==> src/rtl/rcs_pkg.sv <==
package rcs_pkg;
    localparam int unsigned RCS_ENTRIES = 16;
    localparam int unsigned RCS_CNT_W   = 4;

    typedef struct packed {
        logic wr_vld;
        logic wr_ok;
        logic rd_vld;
        logic rd_ok;
        logic rd_mod;
    } rcs_rsp_t;
endpackage

==> src/rtl/rcs_rules.sv <==
module rcs_rules #(
    parameter int unsigned IW = 4,
    parameter int unsigned CW = 4
) (
    input  logic          wr_req,
    input  logic [IW-1:0] wr_idx,
    input  logic [CW-1:0] wr_cnt,
    input  logic [CW-1:0] wr_old,
    input  logic          rd_req,
    input  logic [IW-1:0] rd_idx,
    input  logic [CW-1:0] rd_old,
    output logic          wr_ok,
    output logic          rd_ok,
    output logic          rd_last
);
    logic same_entry;

    always_comb begin
        same_entry = wr_req && rd_req && (wr_idx == rd_idx);
        // read side judged on the count held before this cycle
        rd_ok      = rd_req && (rd_old != '0);
        rd_last    = rd_ok && (rd_old == CW'(1));
        // write accepted only into an empty entry, nonzero fan-out, no collision
        wr_ok      = wr_req && (wr_cnt != '0) && (wr_old == '0) && !same_entry;
    end
endmodule

==> src/rtl/rcs_table.sv <==
module rcs_table #(
    parameter int unsigned N  = 16,
    parameter int unsigned CW = 4,
    localparam int unsigned IW = (N > 1) ? $clog2(N) : 1
) (
    input  logic          clk,
    input  logic          rst_n,
    input  logic          set_en,
    input  logic [IW-1:0] set_idx,
    input  logic [CW-1:0] set_val,
    input  logic          dec_en,
    input  logic [IW-1:0] dec_idx,
    input  logic [IW-1:0] look_a_idx,
    output logic [CW-1:0] look_a_cnt,
    input  logic [IW-1:0] look_b_idx,
    output logic [CW-1:0] look_b_cnt
);
    logic [CW-1:0] cnt_q [N];
    logic [CW-1:0] cnt_d [N];

    for (genvar g = 0; g < N; g++) begin : g_entry
        logic hit_set;
        logic hit_dec;
        assign hit_set  = set_en && (set_idx == IW'(g));
        assign hit_dec  = dec_en && (dec_idx == IW'(g));
        assign cnt_d[g] = hit_set ? set_val
                        : hit_dec ? (cnt_q[g] - CW'(1))
                        : cnt_q[g];
    end

    always_ff @(posedge clk) begin
        for (int i = 0; i < N; i++) begin
            if (!rst_n) cnt_q[i] <= '0;
            else        cnt_q[i] <= cnt_d[i];
        end
    end

    assign look_a_cnt = cnt_q[look_a_idx];
    assign look_b_cnt = cnt_q[look_b_idx];

    p_no_underflow_r3: assert property (@(posedge clk) disable iff (!rst_n)
        dec_en |-> (cnt_q[dec_idx] != '0));
    p_set_only_empty_r4: assert property (@(posedge clk) disable iff (!rst_n)
        set_en |-> (cnt_q[set_idx] == '0));
    p_set_nonzero_r6: assert property (@(posedge clk) disable iff (!rst_n)
        set_en |-> (set_val != '0));
    p_no_clash_r7: assert property (@(posedge clk) disable iff (!rst_n)
        (set_en && dec_en) |-> (set_idx != dec_idx));
    p_dec_applied_r3: assert property (@(posedge clk) disable iff (!rst_n)
        (dec_en && !(set_en && set_idx == dec_idx)) |=>
        (cnt_q[$past(dec_idx)] == $past(cnt_q[dec_idx]) - CW'(1)));
endmodule

==> src/rtl/rc_semaphore_table.sv <==
module rc_semaphore_table
    import rcs_pkg::*;
#(
    parameter int unsigned ENTRIES = RCS_ENTRIES,
    parameter int unsigned CNT_W   = RCS_CNT_W,
    localparam int unsigned IDX_W  = (ENTRIES > 1) ? $clog2(ENTRIES) : 1
) (
    input  logic             clk,
    input  logic             rst_n,
    input  logic             wr_req,
    input  logic [IDX_W-1:0] wr_idx,
    input  logic [CNT_W-1:0] wr_cnt,
    input  logic             rd_req,
    input  logic [IDX_W-1:0] rd_idx,
    output logic             wr_rsp_vld,
    output logic             wr_grant,
    output logic             rd_rsp_vld,
    output logic             rd_grant,
    output logic             rd_modify
);
    logic [CNT_W-1:0] wr_old;
    logic [CNT_W-1:0] rd_old;
    logic             wr_ok;
    logic             rd_ok;
    logic             rd_last;
    rcs_rsp_t         rsp_d;
    rcs_rsp_t         rsp_q;

    rcs_rules #(.IW(IDX_W), .CW(CNT_W)) u_rules (
        .wr_req  (wr_req),
        .wr_idx  (wr_idx),
        .wr_cnt  (wr_cnt),
        .wr_old  (wr_old),
        .rd_req  (rd_req),
        .rd_idx  (rd_idx),
        .rd_old  (rd_old),
        .wr_ok   (wr_ok),
        .rd_ok   (rd_ok),
        .rd_last (rd_last)
    );

    rcs_table #(.N(ENTRIES), .CW(CNT_W)) u_table (
        .clk        (clk),
        .rst_n      (rst_n),
        .set_en     (wr_ok),
        .set_idx    (wr_idx),
        .set_val    (wr_cnt),
        .dec_en     (rd_ok),
        .dec_idx    (rd_idx),
        .look_a_idx (wr_idx),
        .look_a_cnt (wr_old),
        .look_b_idx (rd_idx),
        .look_b_cnt (rd_old)
    );

    always_comb begin
        rsp_d        = rsp_q;
        rsp_d.wr_vld = wr_req;
        rsp_d.wr_ok  = wr_ok;
        rsp_d.rd_vld = rd_req;
        rsp_d.rd_ok  = rd_ok;
        rsp_d.rd_mod = rd_last;
    end

    always_ff @(posedge clk) begin
        if (!rst_n) rsp_q <= '0;
        else        rsp_q <= rsp_d;
    end

    assign wr_rsp_vld = rsp_q.wr_vld;
    assign wr_grant   = rsp_q.wr_ok;
    assign rd_rsp_vld = rsp_q.rd_vld;
    assign rd_grant   = rsp_q.rd_ok;
    assign rd_modify  = rsp_q.rd_mod;

    p_rd_rsp_timing_r8: assert property (@(posedge clk) disable iff (!rst_n)
        rd_req |=> rd_rsp_vld);
    p_rd_rsp_idle_r8: assert property (@(posedge clk) disable iff (!rst_n)
        !rd_req |=> !rd_rsp_vld);
    p_wr_rsp_timing_r8: assert property (@(posedge clk) disable iff (!rst_n)
        wr_req |=> wr_rsp_vld);
    p_grant_needs_vld_r8: assert property (@(posedge clk) disable iff (!rst_n)
        (wr_grant |-> wr_rsp_vld) and (rd_grant |-> rd_rsp_vld));
    p_modify_with_grant_r5: assert property (@(posedge clk) disable iff (!rst_n)
        rd_modify |-> rd_grant);
    p_zero_fanout_denied_r6: assert property (@(posedge clk) disable iff (!rst_n)
        (wr_req && wr_cnt == '0) |=> !wr_grant);
    p_collision_wr_denied_r7: assert property (@(posedge clk) disable iff (!rst_n)
        (wr_req && rd_req && wr_idx == rd_idx) |=> !wr_grant);
endmodule

==> config.mk <==
export PLATFORM = sky130hd
export DESIGN_NAME = rc_semaphore_table
export DESIGN_NICKNAME = d
export VERILOG_FILES = /design/src/rtl/rcs_pkg.sv /design/src/rtl/rcs_rules.sv /design/src/rtl/rcs_table.sv /design/src/rtl/rc_semaphore_table.sv
export SDC_FILE = /design/constraint.sdc
export NUM_CORES = 1
export LEC_CHECK = 0
export BUFFER_PORTS_ARGS = -buffer_cell sky130_fd_sc_hd__buf_4
export CAP_MARGIN = 20
export CORE_AREA = 4 4 110 112
export CTS_BUF_LIST = sky130_fd_sc_hd__clkbuf_8
export DETAILED_ROUTE_END_ITERATION = 7
export DIE_AREA = 0 0 114 116
export PLACE_DENSITY = 0.66
export SYNTH_ARGS = -nofsm -noshare
export SYNTH_HDL_FRONTEND = slang
export SYNTH_SLANG_ARGS = --single-unit
==> constraint.sdc <==
create_clock -name clk -period 3.3 [get_ports clk]
set_input_delay 0.165 -clock clk [delete_from_list [all_inputs] [get_ports clk]]
set_output_delay 0.165 -clock clk [all_outputs]
set_load 0.01 [all_outputs]
**After elaboration in Yosys (flattened, before gate mapping)**

Memories as Yosys holds them, arrays and structs flattened.
Index checks and enable logic that the tools add are counted.

- Bits in registers: 5
- RAM bits: 64
- Output and inout bits: 5
- Memories kept: 1

Memory list:

| name | depth | bits a word | rd ports | clocked after memory_dff | write ports | line | RTL |
|---|---|---|---|---|---|---|---|
| u_table.cnt_q | 16 | 4 | 18 | 0 | 16 | rcs_table.sv:18 | `logic [CW-1:0] cnt_q [N];` |

- Add/subtract/negate cells: 16
- Equality and inequality tests: 32
- Mux-type cells: 50
- Bitwise gates (word level): 16
- Reductions and logical operators: 45

Operators by type and width:

| operator | number |
|---|---|
| 4-bit two-way mux | 48 |
| 4-bit == test, second input constant | 16 |
| 4-bit by 1-bit subtractor with 4-bit output, second input constant | 16 |
| 1-bit logical AND | 39 |
| 4-bit by 3-bit == test with 1-bit output, second input constant | 8 |
| 4-bit by 2-bit == test with 1-bit output, second input constant | 4 |
| 1-bit OR | 16 |
| 4-bit by 1-bit == test with 1-bit output, second input constant | 3 |
| 4-bit logical NOT | 3 |
| 4-bit nonzero test | 2 |
| 4-bit == test | 1 |
| 1-bit two-way mux | 2 |
| 1-bit logical NOT | 1 |

**Longest topological paths before layout**

- Word-level depth: 7
- Depth in mapped cells: 11
- Depth with buffers taken out: 7

**By module**

Synthesis repeated with hierarchy kept, for this count alone.

- Cell total of the unflattened synthesis: 553
- Area total of the unflattened synthesis: 4867.2 um2

By module, submodules not included:

| module | times used | cells each | area each (um2) | sequential area each (um2) |
|---|---|---|---|---|
| rcs_table | 1 | 526 | 4630.7 | 1281.2 |
| rc_semaphore_table | 1 | 10 | 131.4 | 100.1 |
| rcs_rules | 1 | 17 | 105.1 | 0.0 |

**Worst setup path after synthesis**

OpenSTA, ideal clock, no wires.

- Path kind: reg2reg
- Start point: memory u_table.cnt_q[14][2]
- End point: memory u_table.cnt_q[11][1]
- Library setup time: 130 ps
- Data arrival time: 2082 ps
- Data required time: 3170 ps
- Setup slack: 1088 ps
- Cell stages (with the launch flop): 10
- Path buffers: 2
- Clock period less this slack: 2212 ps
- Path through: dfxtp_1 > or2_1 > mux4_2 > o32ai_1 > o221ai_2 > or2_4 > buf_6 > buf_6 > a311oi_1 > a211oi_1

RTL lines:

| element | line |
|---|---|
| from (decl) | rcs_table.sv:18 |

==> impl_metrics.tcl <==
set metrics [dict create \
    whs_endpoint "wr_rsp_vld$_SDFF_PN0_" \
    synth_edf_count 0 \
    pwr-share-comb_pct 22.4 \
    crit_path_max_fanout 11 \
    overflow 0 \
    core_mm2 0.0112 \
    intPower_mw 1.30 \
    first_pass_iters 5 \
    vias_per_cell 6.79 \
    cts-root-buf "clkbuf_8" \
    boundaryPins 21 \
    synth-main-ff-cell "dfxtp_1" \
    cts_buffer_depth 2 \
    final_antenna_net_count 0 \
    dieWidth_um 114 \
    grt_first_pass_wirelength_mm 26.3 \
    wl_mm 16.5 \
    rsz0062_at_grt "no" \
    synth_top_area_share_pct 28.2 \
    multiInputGateArea_mm2 0.00310 \
    dpl.cell_count 726 \
    netSwitchingFraction_pct 32.8 \
    p_clk_share_pct 32.1 \
    r2r_setup_slack_ps 550 \
    min_path_cells 2 \
    ir_worst_vdd_uv 162 \
    syn_nets 621 \
    numCtsBuffers 9 \
    seq_area_mm2 0.00138 \
    vias 5026 \
    drive_above_1_share_pct 15.6 \
    drc 0 \
    antenna_found_initial 0 \
    worstReg2RegEnd "u_table.cnt_q[11][3]$_SDFFE_PN0P_" \
    clock_sinks 69 \
    pwr-share-seq_pct 45.6 \
    synth_area_mm2 0.00490 \
    clk_pin_slew_worst_paths_ps 70 \
    hold_path_class "input pin to flop" \
    drtIter0Drc 551 \
    async_reset_ff_share_pct 0 \
    grt_pass1_vias 4747 \
    clk_latency_ps 360 \
    synthCells 589 \
    synth_cell_types 84 \
    n_fill_cell 1107 \
    synth-seq-cells 69 \
    die_area_mm2 0.0132 \
    area_growth_pct 7.99 \
    cts_tree "built" \
    ys_top_cells_by_area "dfxtp_1 (28%), ha_1 (4.1%), nand2_1 (3.4%), a21oi_1 (3.1%), nor3_1 (3.0%)" \
    port_buffers 20 \
    fin_crit_sh_pct 83.4 \
    track_usage_pct 25.5 \
    pwr_density_cell_mw_per_mm2 367 \
    endpoint_kind "flop" \
    hold_start "wr_req" \
    post_cts_resized 0 \
    startpoint_type "flop" \
    rows 39 \
    fmax_mhz 363 \
    worstPathArrival_ps 2990 \
    max_cap_violations 0 \
    skew_ps 12.5 \
    mostFrequentLayoutCells "dfxtp_1 (69), nand2_1 (44), buf_4 (42), inv_1 (39), nor2_1 (37)" \
    drv_slew 0 \
    leakagePower_nw 1.74 \
    p_sw_mw 0.637 \
    drt-wirelength-per-cell_um 22.3 \
    start_util_pct 43.6 \
    setup_viol 0 \
    routabilityCongestion 0.975 \
    worstPathRequired_ps 3530 \
    stdcell_count 740 \
    status "finished, final reports clean" \
    cts_hold_buf 0 \
    slew_headroom_pct 37.9 \
    tightest_slew_ps 930 \
    layout_commonest_cell "dfxtp_1" \
    reg2regPathDepth 8 \
    postCtsSetupBuffers 0 \
    synth_top_area_cell "dfxtp_1" \
    setup_tns_ps 0 \
    finalHoldViolCount 0 \
    hpwl_mm 11.7 \
    path_class "flop to flop" \
    yosysSeqAreaShare_pct 28.2 \
    post-route-min-period_ps 2750 \
    htreeDepth 3 \
    grt_max_degree 43 \
    n_antenna_cell 0 \
    die_y_um 116 \
    syn_area_per_cell_um2 8.32 \
    yosysWarnings 0 \
    r2r_start "u_table.cnt_q[10][0]$_SDFFE_PN0P_" \
    nNetsFinal 626 \
]
## per-layer routing
layer	part of all wire, %	global-route usage, %	routed length, um
met1	41	33.7	6710
met2	43	38.9	7170
met3	10	4.49	1660
met4	5.8	15.2	950
met5	0	0	0
## how the worst max path moves through the flow
stage | start | end | slack [ps] | cells after the start
after floorplan | u_table.cnt_q[14][2]$_SDFFE_PN0P_ | u_table.cnt_q[11][1]$_SDFFE_PN0P_ | 1090 | 9
after global placement | rd_idx[1] | u_table.cnt_q[11][3]$_SDFFE_PN0P_ | 430 | 8
after detailed placement | rd_idx[1] | u_table.cnt_q[11][3]$_SDFFE_PN0P_ | 380 | 8
after CTS | u_table.cnt_q[14][2]$_SDFFE_PN0P_ | u_table.cnt_q[11][3]$_SDFFE_PN0P_ | 590 | 8
after global routing | u_table.cnt_q[13][0]$_SDFFE_PN0P_ | u_table.cnt_q[4][3]$_SDFFE_PN0P_ | 330 | 8
final | u_table.cnt_q[10][0]$_SDFFE_PN0P_ | u_table.cnt_q[11][3]$_SDFFE_PN0P_ | 550 | 8
## kinds of logic (layout without fill, tap and decap cells)
group	Yosys count	count (layout)	share of synthesized area [%]
AO/OA/AOI/OAI	164	164	26.3
XOR/XNOR	19	19	3.40
adder cells (fa/ha/maj)	16	16	4.09
buffers and inverters	87	95	8.45
flip-flops	69	69	28.2
multiplexers	19	19	5.85
AND/OR/NAND/NOR	215	215	23.7
## power by group through the flow
stage | logic [mW] | registers, mW | clock network, mW
after CTS | 0.421 | 0.882 | 0.633
final | 0.434 | 0.883 | 0.622
after detailed placement | 0.419 | 0.901 | 0
after global routing | 0.461 | 0.886 | 0.664
after global placement | 0.414 | 0.900 | 0
after floorplan | 0.299 | 0.894 | 0
## sequential cells by signal, summed over array words and instances, names as in the netlist
name           cells
rd_grant           1
rd_modify          1
rd_rsp_vld         1
u_table.cnt_q     64
wr_grant           1
wr_rsp_vld         1
## final cells by class
type	instances	share of cell area, %
tap	143	3.38
timing repair buffer	42	5.96
clock buffer	11	2.86
inverter	39	2.77
sequential	69	26.1
clock inverter	3	0.260
multi-input combinational	433	58.7
## metrics by stage
stage | cell area [um^2] | power, mW | hold slack [ps] | worst slack [ps] | utilization, %
after floorplan | 4900 | 1.19 | 287 | 1090 | -
after global placement | 5120 | 1.31 | 412 | 426 | 45.7
after detailed placement | 5120 | 1.32 | 414 | 383 | 45.7
after CTS | 5290 | 1.94 | 38.5 | 595 | 47.1
after global routing | 5290 | 2.01 | 61.8 | 329 | 47.1
final | 5290 | 1.94 | 44.8 | 548 | 47.1
## critical path, stage by stage (launching register included)
cell and delay (ps):
dfxtp_1 370, mux4_2 470, and2_1 190, a211oi_1 270, a21oi_2 140, nor2_2 530
buf_4 250, nor4_1 60, a2111oi_0 350
## cells in the mapped netlist (7+ instances only)
cell / n
dfxtp_1: 69
nand2_1: 44
inv_1: 38
nor2_1: 37
a21oi_1: 30
nor3_1: 29
clkbuf_1: 19
nand3_1: 17
ha_1: 16
a31oi_1: 15
o21ai_0: 14
buf_2: 13
nand4_1: 13
o211ai_1: 13
xor2_1: 13
o31ai_1: 12
a211oi_1: 10
nor4_1: 9
mux2i_1: 8
nand2b_1: 8
or3_1: 8
and2_1: 7
buf_6: 7
o2111ai_1: 7
Power figures use the tool's default switching activity.
